--- src/rtl/eep_pkg.sv ---
package eep_pkg;
    typedef enum logic [2:0] {
        ST_IDLE, ST_SEL, ST_AHI, ST_ALO, ST_WDAT, ST_TX, ST_HACK, ST_HOLD
    } eep_state_t;

    localparam int           BYTE_W   = 8;
    localparam logic [3:0]   SEL_CODE = 4'b1010;
    localparam logic [3:0]   BIT_LAST = 4'd8;
endpackage

--- src/rtl/eep_sel_match.sv ---
module eep_sel_match #(
    parameter int STRAP_W = 3
) (
    input  logic [7:0]         word,
    input  logic [STRAP_W-1:0] strap,
    output logic               hit,
    output logic               is_read
);
    import eep_pkg::*;

    // Layout: code in [7:4], strap copy in [3:1], direction in [0]
    always_comb begin
        hit     = (word[7:4] == SEL_CODE) && (word[STRAP_W:1] == strap);
        is_read = word[0];
    end
endmodule

--- src/rtl/eep_addr_step.sv ---
module eep_addr_step #(
    parameter int ADDR_W  = 15,
    parameter int PAGE_AW = 6
) (
    input  logic [ADDR_W-1:0] cur,
    output logic [ADDR_W-1:0] rd_next,
    output logic [ADDR_W-1:0] wr_next
);
    logic [PAGE_AW-1:0] in_page;

    always_comb begin
        in_page = cur[PAGE_AW-1:0] + 1'b1;
        rd_next = cur + 1'b1;
        wr_next = {cur[ADDR_W-1:PAGE_AW], in_page};
    end
endmodule

--- src/rtl/eep_store.sv ---
module eep_store #(
    parameter int ARR_AW = 8
) (
    input  logic              clk,
    input  logic              rst_n,
    input  logic              we,
    input  logic [ARR_AW-1:0] waddr,
    input  logic [7:0]        wdata,
    input  logic [ARR_AW-1:0] raddr,
    output logic [7:0]        rdata
);
    localparam int DEPTH = 1 << ARR_AW;

    logic [7:0] mem [DEPTH];

    always_ff @(posedge clk or negedge rst_n) begin
        if (!rst_n) begin
            for (int i = 0; i < DEPTH; i++) mem[i] <= '0;
        end else if (we) begin
            mem[waddr] <= wdata;
        end
    end

    assign rdata = mem[raddr];

    // a written byte is held at its aliased slot
    assert_store_keeps_R11: assert property (@(posedge clk) disable iff (!rst_n)
        we |=> mem[$past(waddr)] == $past(wdata));
endmodule

--- src/rtl/eep_i2c_target.sv ---
module eep_i2c_target #(
    parameter int ADDR_W  = 15,
    parameter int PAGE_AW = 6,
    parameter int ARR_AW  = 8,
    parameter int STRAP_W = 3
) (
    input  logic              clk,
    input  logic              rst_n,
    input  logic [STRAP_W-1:0] strap,
    input  logic              ev_start,
    input  logic              ev_stop,
    input  logic              ev_rise,
    input  logic              ev_fall,
    input  logic              bit_in,
    output logic              sda_pull,
    output logic              wb_we,
    output logic [ADDR_W-1:0] wb_addr,
    output logic [7:0]        wb_data
);
    import eep_pkg::*;

    localparam int HI_W = ADDR_W - BYTE_W;

    eep_state_t        st, st_n;
    logic [3:0]        cnt;
    logic [7:0]        shreg;
    logic [7:0]        tx;
    logic [HI_W-1:0]   hi;
    logic [ADDR_W-1:0] addr;
    logic [ADDR_W-1:0] rd_next, wr_next;
    logic [7:0]        rdata;
    logic              hit, is_read;
    logic              byte_done, ack_rise, ack_fall;

    eep_sel_match #(.STRAP_W(STRAP_W)) u_match (
        .word(shreg), .strap(strap), .hit(hit), .is_read(is_read)
    );

    eep_addr_step #(.ADDR_W(ADDR_W), .PAGE_AW(PAGE_AW)) u_step (
        .cur(addr), .rd_next(rd_next), .wr_next(wr_next)
    );

    eep_store #(.ARR_AW(ARR_AW)) u_store (
        .clk(clk), .rst_n(rst_n), .we(wb_we),
        .waddr(addr[ARR_AW-1:0]), .wdata(shreg),
        .raddr(addr[ARR_AW-1:0]), .rdata(rdata)
    );

    assign byte_done = (cnt == BIT_LAST);
    assign ack_rise  = ev_rise && byte_done && !ev_start && !ev_stop;
    assign ack_fall  = ev_fall && byte_done;

    // Next-state logic
    always_comb begin
        st_n = st;
        if (ev_start) begin
            st_n = ST_SEL;
        end else if (ev_stop) begin
            st_n = ST_IDLE;
        end else begin
            unique case (st)
                ST_SEL: begin
                    if (ack_fall && !hit)  st_n = ST_HOLD;
                    else if (ack_rise)     st_n = is_read ? ST_TX : ST_AHI;
                end
                ST_AHI:  if (ack_rise) st_n = ST_ALO;
                ST_ALO:  if (ack_rise) st_n = ST_WDAT;
                ST_WDAT: st_n = ST_WDAT;
                ST_TX:   if (ack_fall) st_n = ST_HACK;
                ST_HACK: if (ev_rise)  st_n = bit_in ? ST_HOLD : ST_TX;
                ST_HOLD: st_n = ST_HOLD;
                ST_IDLE: st_n = ST_IDLE;
            endcase
        end
    end

    // State register
    always_ff @(posedge clk or negedge rst_n) begin
        if (!rst_n) st <= ST_IDLE;
        else        st <= st_n;
    end

    // Datapath: bit counter, shifters, pointer
    always_ff @(posedge clk or negedge rst_n) begin
        if (!rst_n) begin
            cnt   <= '0;
            shreg <= '0;
            tx    <= '0;
            hi    <= '0;
            addr  <= '0;
        end else if (ev_start) begin
            cnt <= '0;
        end else if (!ev_stop) begin
            unique case (st)
                ST_SEL, ST_AHI, ST_ALO, ST_WDAT: begin
                    if (ev_rise && !byte_done) begin
                        shreg <= {shreg[6:0], bit_in};
                        cnt   <= cnt + 1'b1;
                    end else if (ev_rise) begin
                        cnt <= '0;
                        if (st == ST_SEL && is_read) begin
                            tx   <= rdata;
                            addr <= rd_next;
                        end
                        if (st == ST_AHI)  hi   <= shreg[HI_W-1:0];
                        if (st == ST_ALO)  addr <= {hi, shreg};
                        if (st == ST_WDAT) addr <= wr_next;
                    end
                end
                ST_TX: begin
                    if (ev_fall && !byte_done) begin
                        tx  <= {tx[6:0], 1'b0};
                        cnt <= cnt + 1'b1;
                    end else if (ev_fall) begin
                        cnt <= '0;
                    end
                end
                ST_HACK: begin
                    if (ev_rise && !bit_in) begin
                        tx   <= rdata;
                        addr <= rd_next;
                        cnt  <= '0;
                    end
                end
                ST_HOLD, ST_IDLE: begin
                    cnt <= '0;
                end
            endcase
        end
    end

    // Output register: open-drain enable
    always_ff @(posedge clk or negedge rst_n) begin
        if (!rst_n) begin
            sda_pull <= 1'b0;
        end else if (ev_start || ev_stop) begin
            sda_pull <= 1'b0;
        end else if (ev_fall) begin
            unique case (st)
                ST_SEL:                  sda_pull <= byte_done && hit;
                ST_AHI, ST_ALO, ST_WDAT: sda_pull <= byte_done;
                ST_TX:                   sda_pull <= !byte_done && !tx[7];
                ST_HACK, ST_HOLD, ST_IDLE: sda_pull <= 1'b0;
            endcase
        end
    end

    assign wb_we   = (st == ST_WDAT) && ack_rise;
    assign wb_addr = addr;
    assign wb_data = shreg;

    // silent states never pull the line
    assert_hold_silent_R7: assert property (@(posedge clk) disable iff (!rst_n)
        (st == ST_HOLD || st == ST_IDLE) |-> !sda_pull);

    // the line only changes at a falling edge or a bus condition
    assert_pull_on_fall_R5: assert property (@(posedge clk) disable iff (!rst_n)
        (sda_pull != $past(sda_pull)) |-> $past(ev_fall || ev_start || ev_stop));

    // start restarts select decoding with the line released
    assert_start_restart_R10: assert property (@(posedge clk) disable iff (!rst_n)
        ev_start |=> (st == ST_SEL && cnt == 4'd0 && !sda_pull));

    // a page write keeps the page bits of the pointer
    assert_page_upper_R4: assert property (@(posedge clk) disable iff (!rst_n)
        wb_we |=> addr[ADDR_W-1:PAGE_AW] == $past(addr[ADDR_W-1:PAGE_AW]));

    // a host acknowledge of 0 advances the pointer by one
    assert_read_step_R6: assert property (@(posedge clk) disable iff (!rst_n)
        (st == ST_HACK && ev_rise && !bit_in && !ev_start && !ev_stop)
        |=> addr == $past(addr) + 1'b1);
endmodule

--- config.mk ---
export PLATFORM = sky130hd
export DESIGN_NAME = eep_i2c_target
export DESIGN_NICKNAME = d
export VERILOG_FILES = /design/src/rtl/eep_pkg.sv /design/src/rtl/eep_sel_match.sv /design/src/rtl/eep_addr_step.sv /design/src/rtl/eep_store.sv /design/src/rtl/eep_i2c_target.sv
export SDC_FILE = /design/constraint.sdc
export NUM_CORES = 2
export LEC_CHECK = 0
export CAP_MARGIN = 40
export CORE_MARGIN = 2
export CORE_UTILIZATION = 68
export DETAILED_ROUTE_END_ITERATION = 8
export DONT_BUFFER_PORTS = 1
export PLACE_DENSITY = 0.9
export SLEW_MARGIN = 20
export SYNTH_ARGS = -nofsm -noshare
export SYNTH_HDL_FRONTEND = slang
export SYNTH_SLANG_ARGS = --single-unit
--- constraint.sdc ---
create_clock -name clk -period 4.4 [get_ports clk]
set_input_delay 0.22 -clock clk [delete_from_list [all_inputs] [get_ports clk]]
set_output_delay 0.22 -clock clk [all_outputs]
set_load 0.01 [all_outputs]
==> impl_metrics.env <==
export IMPL_status="finished, violations left"
export IMPL_violations="DRC, setup timing"
export IMPL_ys_flop_type="dfrtp_1"
export IMPL_async_flop_share=1.00
export IMPL_fp_dieH_microns=380
export IMPL_hold_viol=0
export IMPL_setup_viol=1
export IMPL_grt_pass1_vias=64100
export IMPL_antenna_found_initial=11
export IMPL_ir_drop_mv=0.435
export IMPL_cts_repair_resize_count=0
export IMPL_cpMostUsedCell="a31oi_1"
export IMPL_clock_latency_ns=0.89
export IMPL_path_max_fanout=36
export IMPL_regArea_sq_um=52500
export IMPL_worstSetupStartpointType="flop"
export IMPL_cpLargestDelayFamily="compound AO/OA/AOI/OAI gates"
export IMPL_viasPerCell=7.35
export IMPL_yosysSeqAreaShare=0.544
export IMPL_ant_nets=0
export IMPL_maxCapViolCount=0
export IMPL_initial_core_util=0.683
export IMPL_p_leak_uw=0.0519
export IMPL_grt_start_max_net_pins=232
export IMPL_drt_iter0_drc=7327
export IMPL_slew_headroom=0.197
export IMPL_drive_above_1_share=0.499
export IMPL_gr_total_overflow=0
export IMPL_wirelength_microns=277000
export IMPL_synth_top_cell_area_share=0.544
export IMPL_cp_required_ns=5.10
export IMPL_timing_final_ws_setup_ns=-0.0460
export IMPL_cts_root_buffer="clkbuf_16"
export IMPL_routedWlPerCell_microns=33.2
export IMPL_fin_setup_tns_ns=-0.0460
export IMPL_h_tree_depth=4
export IMPL_crit_buf_inv=2
export IMPL_end_kind="flop"
export IMPL_die_area_sq_um=145000
export IMPL_worstSetupPathType="flop to flop"
export IMPL_cpMaxStageDelayCell="dfrtp_4"
export IMPL_slowest_delay_ns=0.96
export IMPL_first_pass_iters=9
export IMPL_synth_cells=6331
export IMPL_row_count=138
export IMPL_finClkSkew_ns=0.0715
export IMPL_yosys_area_top_type="dfrtp_1"
export IMPL_p_per_area_nw_per_um2=470
export IMPL_worst_pin_slew_ns=1.20
export IMPL_synth_edf_count=0
export IMPL_nets=6291
export IMPL_place_gp_congestion=0.937
export IMPL_place_port_buffers=0
export IMPL_syn_cell_area_sq_um=96300
export IMPL_core_sq_um=141000
export IMPL_die_w_microns=380
export IMPL_synth_fp_nets=6347
export IMPL_clk_pin_slew_ns=0.06
export IMPL_hp_class="input port to async pin"
export IMPL_numCtsBuffers=203
export IMPL_post_route_period_util=1.01
export IMPL_synthTopCellsByArea="dfrtp_1 (54%), mux2_2 (25%), mux4_2 (11%)"
export IMPL_cts_buffer_depth=3
export IMPL_postSynthAreaPerCell_sq_um=15.2
export IMPL_grtUsageTotal=0.385
export IMPL_hold_slack_ns=0.0481
export IMPL_period_minus_slack_ns=4.45
export IMPL_area_growth_pct=10.2
export IMPL_netlist_cell_type_count=70
export IMPL_path_cells="buf_12 > buf_4 > mux4_2 > mux2i_1 > o22ai_1 > a211oi_1 > a31oi_1 > o2111ai_1 > a31oi_1"
export IMPL_vias=61300
export IMPL_drc=16
export IMPL_ys_ff_latch=2094
export IMPL_max_clock_freq_mhz=225
export IMPL_multiInputGateArea_sq_um=41600
export IMPL_fill_cells=7478
export IMPL_grt_pass1_wl_microns=416000
export IMPL_pre_cts_ws_ns=0.387
export IMPL_ys_warn_count=0
export IMPL_finalMaxSlewViolations=0
export IMPL_grt_setup_unrepaired="no"
export IMPL_arrival_ns=5.14
export IMPL_hpwl_microns=167000
export IMPL_cts_tree="yes"
export IMPL_pin_count=35
export IMPL_clock_sinks=2094
export IMPL_power_uw=49900
-- cell families (layout without fill, tap and decap cells) --
logic type | count (synthesis) | in the layout | synth area share
muxes | 2736 | 2736 | 0.373
buffers and inverters | 513 | 617 | 0.0252
AOI/OAI and AO/OA | 397 | 397 | 0.0277
adders and majority gates | 6 | 6 | 0.000779
and+or+nand+nor | 582 | 582 | 0.0293
xor gates and xnor gates | 3 | 3 | 0.000273
DFF | 2094 | 2094 | 0.544
other | 0 | 9 | 0
-- timing repair --
item	4_1_cts	5_1_grt
hold endpoints to repair	642	0
hold buffers	18	0
buffers inserted	0	0
-- synthesized netlist by cell type (44+ instances only) --
cell type	instances
nor2_1	67
clkbuf_1	296
mux2i_1	160
a22oi_1	97
a21oi_1	81
nand3_1	44
dfrtp_1	2094
mux2_2	2106
buf_2	115
nand2_1	278
o21ai_0	72
mux4_2	470
-- registers in the layout (all words and copies together) (netlist names) --
signal / count
cnt: 4
hi: 7
sda_pull: 1
st: 3
tx: 8
u_store.mem: 2048
wb_addr: 15
wb_data: 8
-- routing by layer --
layer  vias up  wire length (microns)  GRT usage
li1      23500                      -          -
met1     32400                  99000      0.501
met2      4056                 127000      0.574
met3      1227                  30600      0.114
met4        10                  20100      0.240
met5         -                     76    0.00463
-- through the flow --
step / util / instances / instance area [sq um]
after floorplan: - / 6331 / 96300
after global placement: 0.697 / 7917 / 98400
after detailed placement: 0.700 / 7935 / 98800
after CTS: 0.751 / 8318 / 106000
after global routing: 0.752 / 8325 / 106000
final: 0.752 / 8334 / 106000
-- area by class of cell --
cell class	count	area share
Clock buffer	302	0.0562
Tap cell	1890	0.0223
Inverter	14	0.000495
Timing Repair Buffer	238	0.0257
Antenna cell	9	0.000212
Multi-Input combinational cell	3724	0.392
Clock inverter	63	0.00889
Sequential cell	2094	0.494
-- final timing paths --
check	cells after the start	to	startpoint	slack, ns
max	9	tx[4]$_DFFE_PN0P_	wb_addr[1]$_DFFE_PN0P_	-0.05
min	2	u_store.mem[666]$_DFFE_PN0P_	rst_n	0.05
max reg2reg	9	tx[4]$_DFFE_PN0P_	wb_addr[1]$_DFFE_PN0P_	-0.05
min reg2reg	1	u_store.mem[1490]$_DFFE_PN0P_	u_store.mem[1490]$_DFFE_PN0P_	0.50
max in group asynchronous	7	u_store.mem[457]$_DFFE_PN0P_	rst_n	1.61
min in group clk	6	cnt[0]$_DFFE_PN0P_	ev_fall	0.08
-- placed cells by master (no fill, tap or decap), types with 14 or more instances in the layout --
cell           Yosys  routed
o22ai_1           14      14
nor2b_1           22      16
o21ai_0           72      72
nand2_2           39      39
bufinv_16          0      16
a22oi_1           97      97
buf_16             0      27
a21oi_1           81      81
clkbuf_1         296      49
nand2_1          278     278
mux4_2           470     470
nor2_1            67      64
clkinv_2           0      29
clkbuf_16          0     204
nand4_1           19      19
dfrtp_1         2094    2079
nand3_1           44      44
buf_4             43     165
buf_12             0      28
a31oi_1           16      16
and3_1            26      21
nor3_1            17      15
a221oi_1          31      31
mux2i_1          160     160
dlygate4sd3_1      0      15
mux2_2          2106    2106
clkbuf_8           0      49
-- power by group --
| part | internal [uW] | switching, uW | leakage [uW] | total (uW) |
|---|---|---|---|---|
| Sequential | 19400 | 984 | 0.0292 | 20300 |
| Combinational | 3630 | 7790 | 0.0193 | 11400 |
| Clock | 10300 | 7790 | 0.00339 | 18100 |
(Power assumes the default switching activity.)
